<file path="src/rtl/cal_seq_pkg.sv">
package cal_seq_pkg;

  typedef enum logic [1:0] {
    CAL_NORMAL = 2'b00,
    CAL_SELF   = 2'b01,
    CAL_SYS_ZS = 2'b10,
    CAL_SYS_FS = 2'b11
  } cal_code_e;

  typedef enum logic [1:0] {
    PH_IDLE,
    PH_CAL,
    PH_CONV,
    PH_PIPE
  } cal_phase_e;

  localparam int unsigned PIPE_CLKS_MAX = 2000;

  function automatic int unsigned max_u(input int unsigned a, input int unsigned b);
    return (a > b) ? a : b;
  endfunction

endpackage

</file>
<file path="src/rtl/cal_tick_counter.sv">
module cal_tick_counter #(
  parameter int unsigned CNT_W = 4
) (
  input  logic             clk,
  input  logic             rst_n,
  input  logic             clr,
  input  logic             inc,
  output logic [CNT_W-1:0] cnt
);

  logic [CNT_W-1:0] cnt_q;

  always_ff @(posedge clk or negedge rst_n) begin
    if (!rst_n) begin
      cnt_q <= '0;
    end else if (clr) begin
      cnt_q <= '0;
    end else if (inc) begin
      cnt_q <= cnt_q + 1'b1;
    end
  end

  assign cnt = cnt_q;

endmodule

</file>
<file path="src/rtl/cal_pipe_timer.sv">
module cal_pipe_timer #(
  parameter int unsigned PIPE_CLKS = 2000
) (
  input  logic clk,
  input  logic rst_n,
  input  logic start,
  output logic done
);

  localparam int unsigned TW = (PIPE_CLKS > 1) ? $clog2(PIPE_CLKS) : 1;
  localparam logic [TW-1:0] LAST = TW'(PIPE_CLKS - 1);

  logic          run_q;
  logic [TW-1:0] cnt_q;

  assign done = run_q && (cnt_q == LAST);

  always_ff @(posedge clk or negedge rst_n) begin
    if (!rst_n) begin
      run_q <= 1'b0;
      cnt_q <= '0;
    end else if (start) begin
      run_q <= 1'b1;
      cnt_q <= '0;
    end else if (done) begin
      run_q <= 1'b0;
      cnt_q <= '0;
    end else if (run_q) begin
      cnt_q <= cnt_q + 1'b1;
    end
  end

endmodule

</file>
<file path="src/rtl/cal_step_decode.sv">
module cal_step_decode
  import cal_seq_pkg::*;
#(
  parameter int unsigned CNT_W           = 4,
  parameter int unsigned SELF_ZS_PERIODS = 3
) (
  input  cal_phase_e       phase,
  input  cal_code_e        kind,
  input  logic [CNT_W-1:0] cnt,
  output logic             zs_step,
  output logic             fs_step
);

  localparam logic [CNT_W-1:0] ZS_SPLIT = CNT_W'(SELF_ZS_PERIODS);

  always_comb begin
    zs_step = 1'b0;
    fs_step = 1'b0;
    if (phase == PH_CAL) begin
      unique case (kind)
        CAL_SELF: begin
          zs_step = (cnt < ZS_SPLIT);
          fs_step = !(cnt < ZS_SPLIT);
        end
        CAL_SYS_ZS: zs_step = 1'b1;
        CAL_SYS_FS: fs_step = 1'b1;
        default: ;
      endcase
    end
  end

endmodule

</file>
<file path="src/rtl/cal_seq_ctrl.sv">
module cal_seq_ctrl
  import cal_seq_pkg::*;
#(
  parameter int unsigned SELF_CAL_PERIODS = 6,
  parameter int unsigned SELF_ZS_PERIODS  = 3,
  parameter int unsigned SYS_CAL_PERIODS  = 3,
  parameter int unsigned SELF_RDY_PERIODS = 9,
  parameter int unsigned SYS_RDY_PERIODS  = 4,
  parameter int unsigned PIPE_CLKS        = 2000
) (
  input  logic       clk,
  input  logic       rst_n,
  input  logic       rate_tick,
  input  logic       mode_we,
  input  logic [1:0] mode_wcode,
  output logic [1:0] mode_bits,
  output logic       busy,
  output logic       zs_step,
  output logic       fs_step,
  output logic       drdy_n
);

  localparam int unsigned MAX_PERIODS = max_u(SELF_RDY_PERIODS, SYS_RDY_PERIODS);
  localparam int unsigned CNT_W       = $clog2(MAX_PERIODS + 1);

  // elaboration-time range checks
  generate
    if (PIPE_CLKS < 1 || PIPE_CLKS > PIPE_CLKS_MAX) begin : g_bad_pipe
      $error("cal_seq_ctrl: PIPE_CLKS out of range 1..2000");
    end
    if (SELF_ZS_PERIODS < 1 || SELF_ZS_PERIODS >= SELF_CAL_PERIODS) begin : g_bad_split
      $error("cal_seq_ctrl: SELF_ZS_PERIODS must lie inside the self-calibration");
    end
    if (SELF_RDY_PERIODS <= SELF_CAL_PERIODS || SYS_RDY_PERIODS <= SYS_CAL_PERIODS) begin : g_bad_rdy
      $error("cal_seq_ctrl: data-ready period count must exceed calibration count");
    end
  endgenerate

  cal_phase_e       phase_q;
  cal_code_e        kind_q;
  logic [1:0]       mode_q;
  logic             drdy_q;
  logic [CNT_W-1:0] cnt;
  logic [CNT_W-1:0] cnt_inc;
  logic [CNT_W-1:0] cal_end;
  logic [CNT_W-1:0] rdy_end;
  logic             start;
  logic             counting;
  logic             cal_last;
  logic             rdy_last;
  logic             pipe_done;

  assign start    = (phase_q == PH_IDLE) && mode_we && (mode_wcode != CAL_NORMAL);
  assign counting = rate_tick && ((phase_q == PH_CAL) || (phase_q == PH_CONV));
  assign cnt_inc  = cnt + 1'b1;

  always_comb begin
    if (kind_q == CAL_SELF) begin
      cal_end = CNT_W'(SELF_CAL_PERIODS);
      rdy_end = CNT_W'(SELF_RDY_PERIODS);
    end else begin
      cal_end = CNT_W'(SYS_CAL_PERIODS);
      rdy_end = CNT_W'(SYS_RDY_PERIODS);
    end
  end

  assign cal_last = (phase_q == PH_CAL)  && rate_tick && (cnt_inc == cal_end);
  assign rdy_last = (phase_q == PH_CONV) && rate_tick && (cnt_inc == rdy_end);

  cal_tick_counter #(
    .CNT_W (CNT_W)
  ) u_ticks (
    .clk   (clk),
    .rst_n (rst_n),
    .clr   (start),
    .inc   (counting),
    .cnt   (cnt)
  );

  cal_pipe_timer #(
    .PIPE_CLKS (PIPE_CLKS)
  ) u_pipe (
    .clk   (clk),
    .rst_n (rst_n),
    .start (rdy_last),
    .done  (pipe_done)
  );

  cal_step_decode #(
    .CNT_W           (CNT_W),
    .SELF_ZS_PERIODS (SELF_ZS_PERIODS)
  ) u_steps (
    .phase   (phase_q),
    .kind    (kind_q),
    .cnt     (cnt),
    .zs_step (zs_step),
    .fs_step (fs_step)
  );

  always_ff @(posedge clk or negedge rst_n) begin
    if (!rst_n) begin
      phase_q <= PH_IDLE;
      kind_q  <= CAL_NORMAL;
      mode_q  <= 2'b00;
      drdy_q  <= 1'b1;
    end else begin
      unique case (phase_q)
        PH_IDLE: begin
          if (start) begin
            phase_q <= PH_CAL;
            kind_q  <= cal_code_e'(mode_wcode);
            mode_q  <= mode_wcode;
            drdy_q  <= 1'b1;
          end
        end
        PH_CAL: begin
          if (cal_last) begin
            phase_q <= PH_CONV;
            mode_q  <= 2'b00;
          end
        end
        PH_CONV: begin
          if (rdy_last) phase_q <= PH_PIPE;
        end
        PH_PIPE: begin
          if (pipe_done) begin
            phase_q <= PH_IDLE;
            drdy_q  <= 1'b0;
          end
        end
        default: phase_q <= PH_IDLE;
      endcase
    end
  end

  assign mode_bits = mode_q;
  assign busy      = (phase_q != PH_IDLE);
  assign drdy_n    = drdy_q;

endmodule

</file>
<file path="config.mk">
export PLATFORM = sky130hd
export DESIGN_NAME = cal_seq_ctrl
export DESIGN_NICKNAME = d
export VERILOG_FILES = /design/src/rtl/cal_seq_pkg.sv /design/src/rtl/cal_tick_counter.sv /design/src/rtl/cal_pipe_timer.sv /design/src/rtl/cal_step_decode.sv /design/src/rtl/cal_seq_ctrl.sv
export SDC_FILE = /design/constraint.sdc
export NUM_CORES = 1
export LEC_CHECK = 0
export ABC_AREA = 0
export BUFFER_PORTS_ARGS = -buffer_cell sky130_fd_sc_hd__buf_2
export CAP_MARGIN = 20
export CORE_UTILIZATION = 52
export CTS_BUF_LIST = sky130_fd_sc_hd__clkbuf_16
export CTS_CLUSTER_DIAMETER = 120
export DETAILED_ROUTE_END_ITERATION = 10
export GPL_TIMING_DRIVEN = 0
export PLACE_DENSITY_LB_ADDON = 0.25
export SETUP_SLACK_MARGIN = 0.05
export SYNTH_ARGS = -nofsm -noshare
export SYNTH_HDL_FRONTEND = slang
export SYNTH_SLANG_ARGS = --single-unit
export TNS_END_PERCENT = 20
</file>
<file path="constraint.sdc">
create_clock -name clk -period 2.2 [get_ports clk]
set_clock_uncertainty 0.2 [all_clocks]
set_input_delay 0.66 -clock clk [delete_from_list [all_inputs] [get_ports clk]]
set_output_delay 0.66 -clock clk [all_outputs]
set_load 0.02 [all_outputs]
</file>
* Word-level counts from Yosys, hierarchy flattened
Index checks and enable logic that the tools add are counted.
Cells by class: muxes and demuxes 23, magnitude comparators 1, $add $sub $neg 2, equality and inequality tests 13, reduce and logical (&&, ||, !) cells 22
Operators with widths (number):
- two-way mux 11 bit | 3
- two-way mux 2 bit | 6
- two-way mux 4 bit | 3
- nonzero test 2 bit | 6
- adder 11 x 1 -> 11 bit, second input constant | 1
- equality test 11 bit, second input constant | 1
- equality test 2 bit, second input constant | 4
- equality test 4 bit | 2
- logical AND 1 bit | 8
- inequality test 2 bit, second input constant | 4
- one-hot mux 2 bit (4 select lines) | 1
- one-hot mux 1 bit (2 select lines) | 3
- AND reduction 3 bit | 2
- two-way mux 1 bit | 5
- adder 4 x 1 -> 4 bit, second input constant | 1
- equality test 2 x 1 -> 1 bit, second input constant | 2
- less-than comparator 4 x 2 -> 1 bit, second input constant | 1
- one-hot mux 2 bit (2 select lines) | 1
- AND reduction 4 bit | 1
- two-way mux 3 bit | 1
- nonzero test 3 bit | 1
- zero test 2 bit | 1
- AND reduction 2 bit | 1
- zero test 1 bit | 1
- logical OR 1 bit | 1
Word-level totals: logic and storage cells 68, bits in registers 23, input bits 6

* Logic depth before layout (Yosys ltp)
Gate-level depths: netlist of run 1.
word-level depth 6, gate-level depth with buffers 9, depth with buffers taken out 7

* Modules after synthesis
A second synthesis of run 1 with hierarchy kept.
Unflattened totals: cell total of the unflattened synthesis 147, area, all modules 1486.4 um^2
By module, submodules not included:
- cal_pipe_timer | times used 1, seq. area each 300.3 um^2, cells an instance 61, area each 634.4 um^2
- cal_seq_ctrl | times used 1, seq. area each 176.4 um^2, cells an instance 58, area each 549.3 um^2
- cal_tick_counter | times used 1, seq. area each 100.1 um^2, cells an instance 16, area each 192.7 um^2
- cal_step_decode | times used 1, seq. area each 0.0 um^2, cells an instance 12, area each 110.1 um^2

* Worst setup path before layout of run 1
OpenSTA, ideal clock, no wires.
kind reg2out, start point reg u_ticks.cnt_q[1], in the netlist u_ticks.cnt[1], end point out zs_step, data required time 1.340 ns, data arrival time 1.560 ns, cell stages (with the launch flop) 6, path slack -0.220 ns, cells stage by stage dfrtp_1 ha_1 buf_6 nor3_1 a21oi_1 nor3b_1
Between the ends: cells in the longest elaborated chain, start to end 3
RTL lines:
- from (decl) | RTL line cal_tick_counter.sv:11 | logic [CNT_W-1:0] cnt_q;
- from (signal assigned) | RTL line cal_tick_counter.sv:19 | cnt_q <= cnt_q + 1'b1;
- less-than comparator 4 x 2 -> 1 bit | RTL line cal_step_decode.sv:22 | zs_step = (cnt < ZS_SPLIT);
- one-hot mux 1 bit (2 select lines) | RTL line cal_step_decode.sv:20 | unique case (kind)
- two-way mux 1 bit | RTL line cal_step_decode.sv:19 | if (phase == PH_CAL) begin
- to (decl) | RTL line cal_seq_ctrl.sv:18 | output logic zs_step,
No other way between the ends.

* Worst setup path in the final report of run 1
Same ends and word-level chain as after synthesis.

==> results.md, run 1 <==
- Max clock buf depth: 2
- Top FF cell, synth: dfrtp_1
- TritonCTS clock tree: built
- Slew Viols, Final: 0
- DR iter-0 viols: 25
- First-pass DRT Iterations: 4
- # diodes: 0
- Die W: 54.0 um
- Sequential area share after synthesis: 41.0%
- Vias in the first global route: 970
- Die area: 2920 sq um
- Final worst-path cycle share: 106%
- Syn_area_per_cell: 9.71 sq um
- Reg clk slew, reported paths: 60 ps
- Post-Route WL: 2620 um
- Effective utilization at floorplan: 55.8%
- CTS sink cnt: 23
- Status: finished, violations left
- Failing checks: negative setup slack
- Mapped Area: 1410 sq um
- Root Driver: clkbuf_16
- Register-to-register setup slack: -100 ps
- Measured slew at the worst slew-check pin: 538 ps
- Die Ht: 54.0 um
- Hold Path Class: in2async
- Fin Hold WS: 168 ps
- Worst vdd ir: 929 uV
- Final worst slack: -129 ps
- Post-synth EDFFs: 0
- H-tree levels: 1
- Vias per inst: 5.50
- GRT Util Overall: 19.9%
- Crit-path max FO: 7
- List of most frequent post-synthesis cells: dfrtp_1, nor2_1, nand2_1
- Fraction of layout cells with a size suffix above 1: 28.7%
- CP Data Arrival Time: 1470 ps
- Rel. slew slack: 64.0%
- Hold-fix buffers, CTS: 0
- Area post-placement: 1530 sq um
- Pwr Density: 1400 nW/um^2
- Core ar.: 2520 sq um
- Yosys warns: 0
- Dpl ws: -153 ps
- Design Area, Final: 1700 sq um
- CTS Buf Count: 3
- Max-Cap Viols: 0
- Mapped Cells: 145
- Rows: 18
- ANT nets after route: 0
- Synth unique cells: 43
- Final Util: 67.6%
- Synthesis-to-layout area growth: 21.1%
- #FFs+latches synth: 23
- Crit Path Class: reg2out
- RSZ-0062 raised after global routing: true
- Pin count of the biggest net entering global routing: 24
- PortBufs: 11
- # DRC: 0
- Fin cells: 197
- Post-detail-place hpwl: 1890 um
- IO Pins: 12
- Achievable Freq: 0.429 GHz
- Final min period: 2330 ps
- Top area cells in the synthesized netlist: dfrtp_1, ha_1, nor2_1
- Layout net count: 183
- WL/cell: 13.3 um
- Routed via count: 1083
- First-pass GRT wire length: 4140 um
- Asr flop ratio synth: 100%
- Routability Congestion: 0.760
- CP required: 1340 ps
- Leading area contributor after synthesis: dfrtp_1
- Worst setup EP type: primary output
- Worst skew pair latency: 260 ps
- Cell count after placement: 186
- Gr ovfl total: 0
- Final setup viols: 3
- P_leak: 0.807 nW
- Initial antenna violation count: 0
- Final hold vios: 0
- CP Launch Type: flip-flop
- Mapped Nets: 160
- Top cell type's share of synthesized area: 39.1%
==> report_power, final <==
part	internal (mW)	total, mW	switching, mW
Clock	0.246	0.398	0.152
Combinational	0.611	1.25	0.643
Sequential	0.589	0.730	0.142
Total	1.45	2.38	0.937
==> worst paths after layout <==
kind / from / endpoint / depth (start not counted)
max: u_ticks.cnt[1] / zs_step / 6
min: rst_n / u_pipe.cnt_q[2] / 1
max reg2reg: kind_q[1] / phase_q[1] / 8
min reg2reg: mode_bits[1] / mode_bits[1] / 1
max in group asynchronous: rst_n / drdy_n / 1
min in group clk: mode_bits[1] / mode_bits[1] / 1
==> logic make-up (layout without fill, tap and decap cells) <==
family	Yosys count	in the layout	share of synthesized area [%]
multiplexers	2	2	1.78
buffers and inverters	11	33	4.80
AO/OA/AOI/OAI	25	25	14.1
adder cells (fa/ha/maj)	9	9	8.00
XOR/XNOR	13	13	8.62
flip-flops	23	23	41.0
AND/OR/NAND/NOR	62	62	21.7
==> placed cells by master, fill, tap and decap left out, types with 2 or more instances in the layout <==
| master | synthesis | final |
|---|---|---|
| a21o_1 | 2 | 2 |
| dfrtp_1 | 22 | 22 |
| xnor2_1 | 5 | 5 |
| a21oi_1 | 7 | 5 |
| ha_1 | 9 | 7 |
| nand2_1 | 15 | 15 |
| nor2_1 | 22 | 21 |
| and2_4 | 1 | 2 |
| a21oi_2 | 0 | 2 |
| o21ai_0 | 5 | 5 |
| clkbuf_16 | 0 | 3 |
| o21a_1 | 2 | 2 |
| nand3_1 | 7 | 7 |
| buf_2 | 0 | 9 |
| inv_1 | 5 | 3 |
| xor2_1 | 7 | 7 |
| inv_2 | 0 | 2 |
| buf_6 | 2 | 4 |
| buf_4 | 3 | 10 |
==> sequential cells by signal, indices dropped and copies added (netlist names) <==
| register | cells |
|---|---|
| drdy_n | 1 |
| kind_q | 2 |
| mode_bits | 2 |
| phase_q | 2 |
| u_pipe.cnt_q | 11 |
| u_pipe.run_q | 1 |
| u_ticks.cnt | 4 |
==> area by class of cell <==
type / count / area [sq um]
clock inverter: 1 / 7.51
fill: 189 / 818
sequential: 23 / 577
timing repair buffer: 18 / 116
buffer: 6 / 53.8
clock buffer: 3 / 75.1
tap: 30 / 37.5
inverter: 5 / 18.8
multi-input combinational: 111 / 818
==> through the flow <==
step                setup TNS, ps  total power [mW]
floorplan                   -4.73              1.59
finish                       -351              2.38
detailed placement           -211              1.83
CTS                          -384              2.27
global route                 -939              2.57
global placement             -110              1.77
==> critical path, cell delays in order, from the launching register on <==
cell and delay [ps]:
dfrtp_1 390, ha_2 180, buf_6 130, nor3_4 130, a21oi_2 80, nor3b_2 150
buf_4 160
==> routing by layer <==
metal / global-route usage, % / share of wire [%] / vias up / wire [um]
li1: - / - / 543 / -
met1: 25.4 / 48 / 523 / 1250
met2: 34.0 / 49 / 12 / 1280
met3: 2.54 / 1.9 / 5 / 50
met4: 7.69 / 1.5 / 0 / 40
met5: 0 / 0 / - / 0
==> timing repair <==
action / 4_1_cts / 5_1_grt
resized for setup: 6 / 8
gates cloned: 0 / 1
pin swaps: 5 / 10
endpoints found under the setup margin: 13 / 17
buffers inserted: 2 / 4
(Power assumes the default switching activity.)
==> run 2: changes to the inputs <==
==> constraint.sdc (replaced) <==
create_clock -name clk -period 2.2 [get_ports clk]
set_clock_uncertainty 0.2 [all_clocks]
set_input_delay 0.44 -clock clk [delete_from_list [all_inputs] [get_ports clk]]
set_output_delay 0.44 -clock clk [all_outputs]
set_load 0.02 [all_outputs]
==> results.md, run 2 (synthesis results as in run 1) <==
- Cell count after placement: 186
- Post-Route WL: 2780 um
- HP Start: mode_wcode[1]
- Layout net count: 187
- Area post-placement: 1500 sq um
- Final min period: 2300 ps
- Dpl ws: -157 ps
- DR top layer: met4
- Initial antenna violation count: 0
- Achievable Freq: 0.436 GHz
- WL met2: 1410 um
- Routed via count: 1103
- Worst vdd ir: 1180 uV
- Cell Chain, Critical Path: ha_2 -> buf_6 -> xor2_2 -> a21oi_2 -> o31a_1 -> a2111oi_4 -> mux2_4
- Root Driver: clkbuf_16
- Crit-path max cell delay: 390 ps
- Gr ovfl total: 0
- Vias in the first global route: 1030
- Design Area, Final: 1720 sq um
- Fin Hold WS: 228 ps
- RSZ-0062 raised after global routing: true
- CP top delay family: compound AO/OA/AOI/OAI gates
- Storage cell area: 577 sq um
- Status: finished, violations left
- Reg-to-reg startpoint: u_ticks.cnt[1]
- DR iter-0 viols: 30
- Worst skew pair latency: 250 ps
- First-pass DRT Iterations: 4
- PortBufs: 11
- Fraction of layout cells with a size suffix above 1: 28.7%
- TritonCTS clock tree: built
- Measured slew at the worst slew-check pin: 518 ps
- Die Ht: 54.0 um
- Final hold vios: 0
- Worst setup EP type: flip-flop
- WL/cell: 13.8 um
- Top reg by flops: u_pipe.cnt_q
- Core ar.: 2520 sq um
- Post-detail-place hpwl: 1940 um
- Die area: 2920 sq um
- Failing checks: negative setup slack
- Synthesis-to-layout area growth: 22.0%
- CP Data Arrival Time: 2240 ps
- Slew Viols, Final: 0
- IO Pins: 12
- Fin cells: 201
- Hold Path Class: in2reg
- Crit Path Class: reg2reg
- # fillers: 192
- Final worst slack: -95.7 ps
- Rel. slew slack: 65.3%
- Max clock buf depth: 2
- Final worst-path cycle share: 104%
- Met3 routed WL: 61 um
- Reg clk slew, reported paths: 60 ps
- Routability Congestion: 0.761
- CTS sink cnt: 23
- Most common cell after layout, fill and taps aside: dfrtp_1
- # diodes: 0
- First-pass GRT wire length: 4360 um
- Most frequent cells in the layout: dfrtp_1, nor2_1, nand2_1
- Rows: 18
- CP required: 2140 ps
- Vias per inst: 5.49
- Crit path launch: u_ticks.cnt[1]
- Pin count of the biggest net entering global routing: 24
- H-tree levels: 1
- # DRC: 0
- Final setup viols: 1
- P_leak: 0.823 nW
- Max-Cap Viols: 0
- Die W: 54.0 um
- GRT Util Overall: 20.9%
- CP Buf/Inv Count: 1
- CP Launch Type: flip-flop
- Effective utilization at floorplan: 55.8%
- CTS Buf Count: 3
- Crit-path slowest cell: dfrtp_1
- Pwr Density: 1400 nW/um^2
- Max reg flops: 11
- Multi-input logic area: 807 sq um
- Crit-path max FO: 8
- Routed length on met1: 1270 um
- ANT nets after route: 0
-- run 2: changes by cell type in the layout (fill, tap and decap cells not counted) --
| cell | before | now |
|---|---|---|
| inv_1 | 3 | 4 |
| nor2_4 | 1 | 0 |
| buf_4 | 10 | 12 |
| nor2_2 | 0 | 1 |
| buf_6 | 4 | 3 |
| buf_2 | 9 | 11 |
| inv_2 | 2 | 1 |
| nor4_1 | 0 | 1 |
| dlygate4sd3_1 | 0 | 1 |
| nor4_2 | 1 | 0 |
-- run 2: where the power goes --
part / total [mW] / leakage, nW / switching [mW] / internal, mW
Combinational: 1.29 / 0.502 / 0.661 / 0.627
Clock: 0.395 / 0.0371 / 0.149 / 0.246
Sequential: 0.723 / 0.283 / 0.134 / 0.589
Total: 2.41 / 0.823 / 0.943 / 1.46
-- run 2: worst reg2reg max path, stage by stage (launching register included) --
cell and delay (ps):
dfrtp_1 390, ha_2 190, buf_6 140, xor2_2 130
a21oi_2 70, o31a_1 360, a2111oi_4 380, mux2_4 330
-- run 2: what timing repair did --
| item | 4_1_cts | 5_1_grt |
|---|---|---|
| gates resized for setup | 7 | 6 |
| cloned | 0 | 1 |
| pin swaps | 9 | 8 |
| hold buffers | 1 | 0 |
| endpoints found under the setup margin | 13 | 16 |
| buffers inserted | 7 | 2 |
| hold endpoints to repair | 22 | 0 |
-- run 2: final timing paths --
check,end,slack (ps),depth (start not counted)
setup / recovery,phase_q[1],-100,7
setup reg to reg,phase_q[1],-100,7
min in group asynchronous,u_pipe.cnt_q[1],490,2
hold reg to reg,mode_bits[1],310,1
max in group asynchronous,drdy_n,950,2
hold / removal,kind_q[1],230,3
-- run 2: metal layers --
layer / vias to the layer above / track usage, %
li1: 551 / -
met2: 13 / 35.8
met3: 5 / 2.54
met5: - / 0
met4: 0 / 7.69
met1: 534 / 27.0
-- run 2: cell type report --
type,instances,share of cell area [%]
sequential,23,33.6
clock inverter,1,0.437
buffer,6,3.13
inverter,5,1.09
timing repair buffer,22,8.16
clock buffer,3,4.37
multi-input combinational,111,47.0
tap,30,2.19
-- run 2: stage by stage --
stage	TNS (ps)	util [%]	total power [mW]
after floorplan	-10.4	-	1.56
after global placement	-108	59.6	1.73
after detailed placement	-173	59.6	1.79
after CTS	-70.8	66.3	2.30
after global routing	-217	68.1	2.58
final	-95.7	68.1	2.41
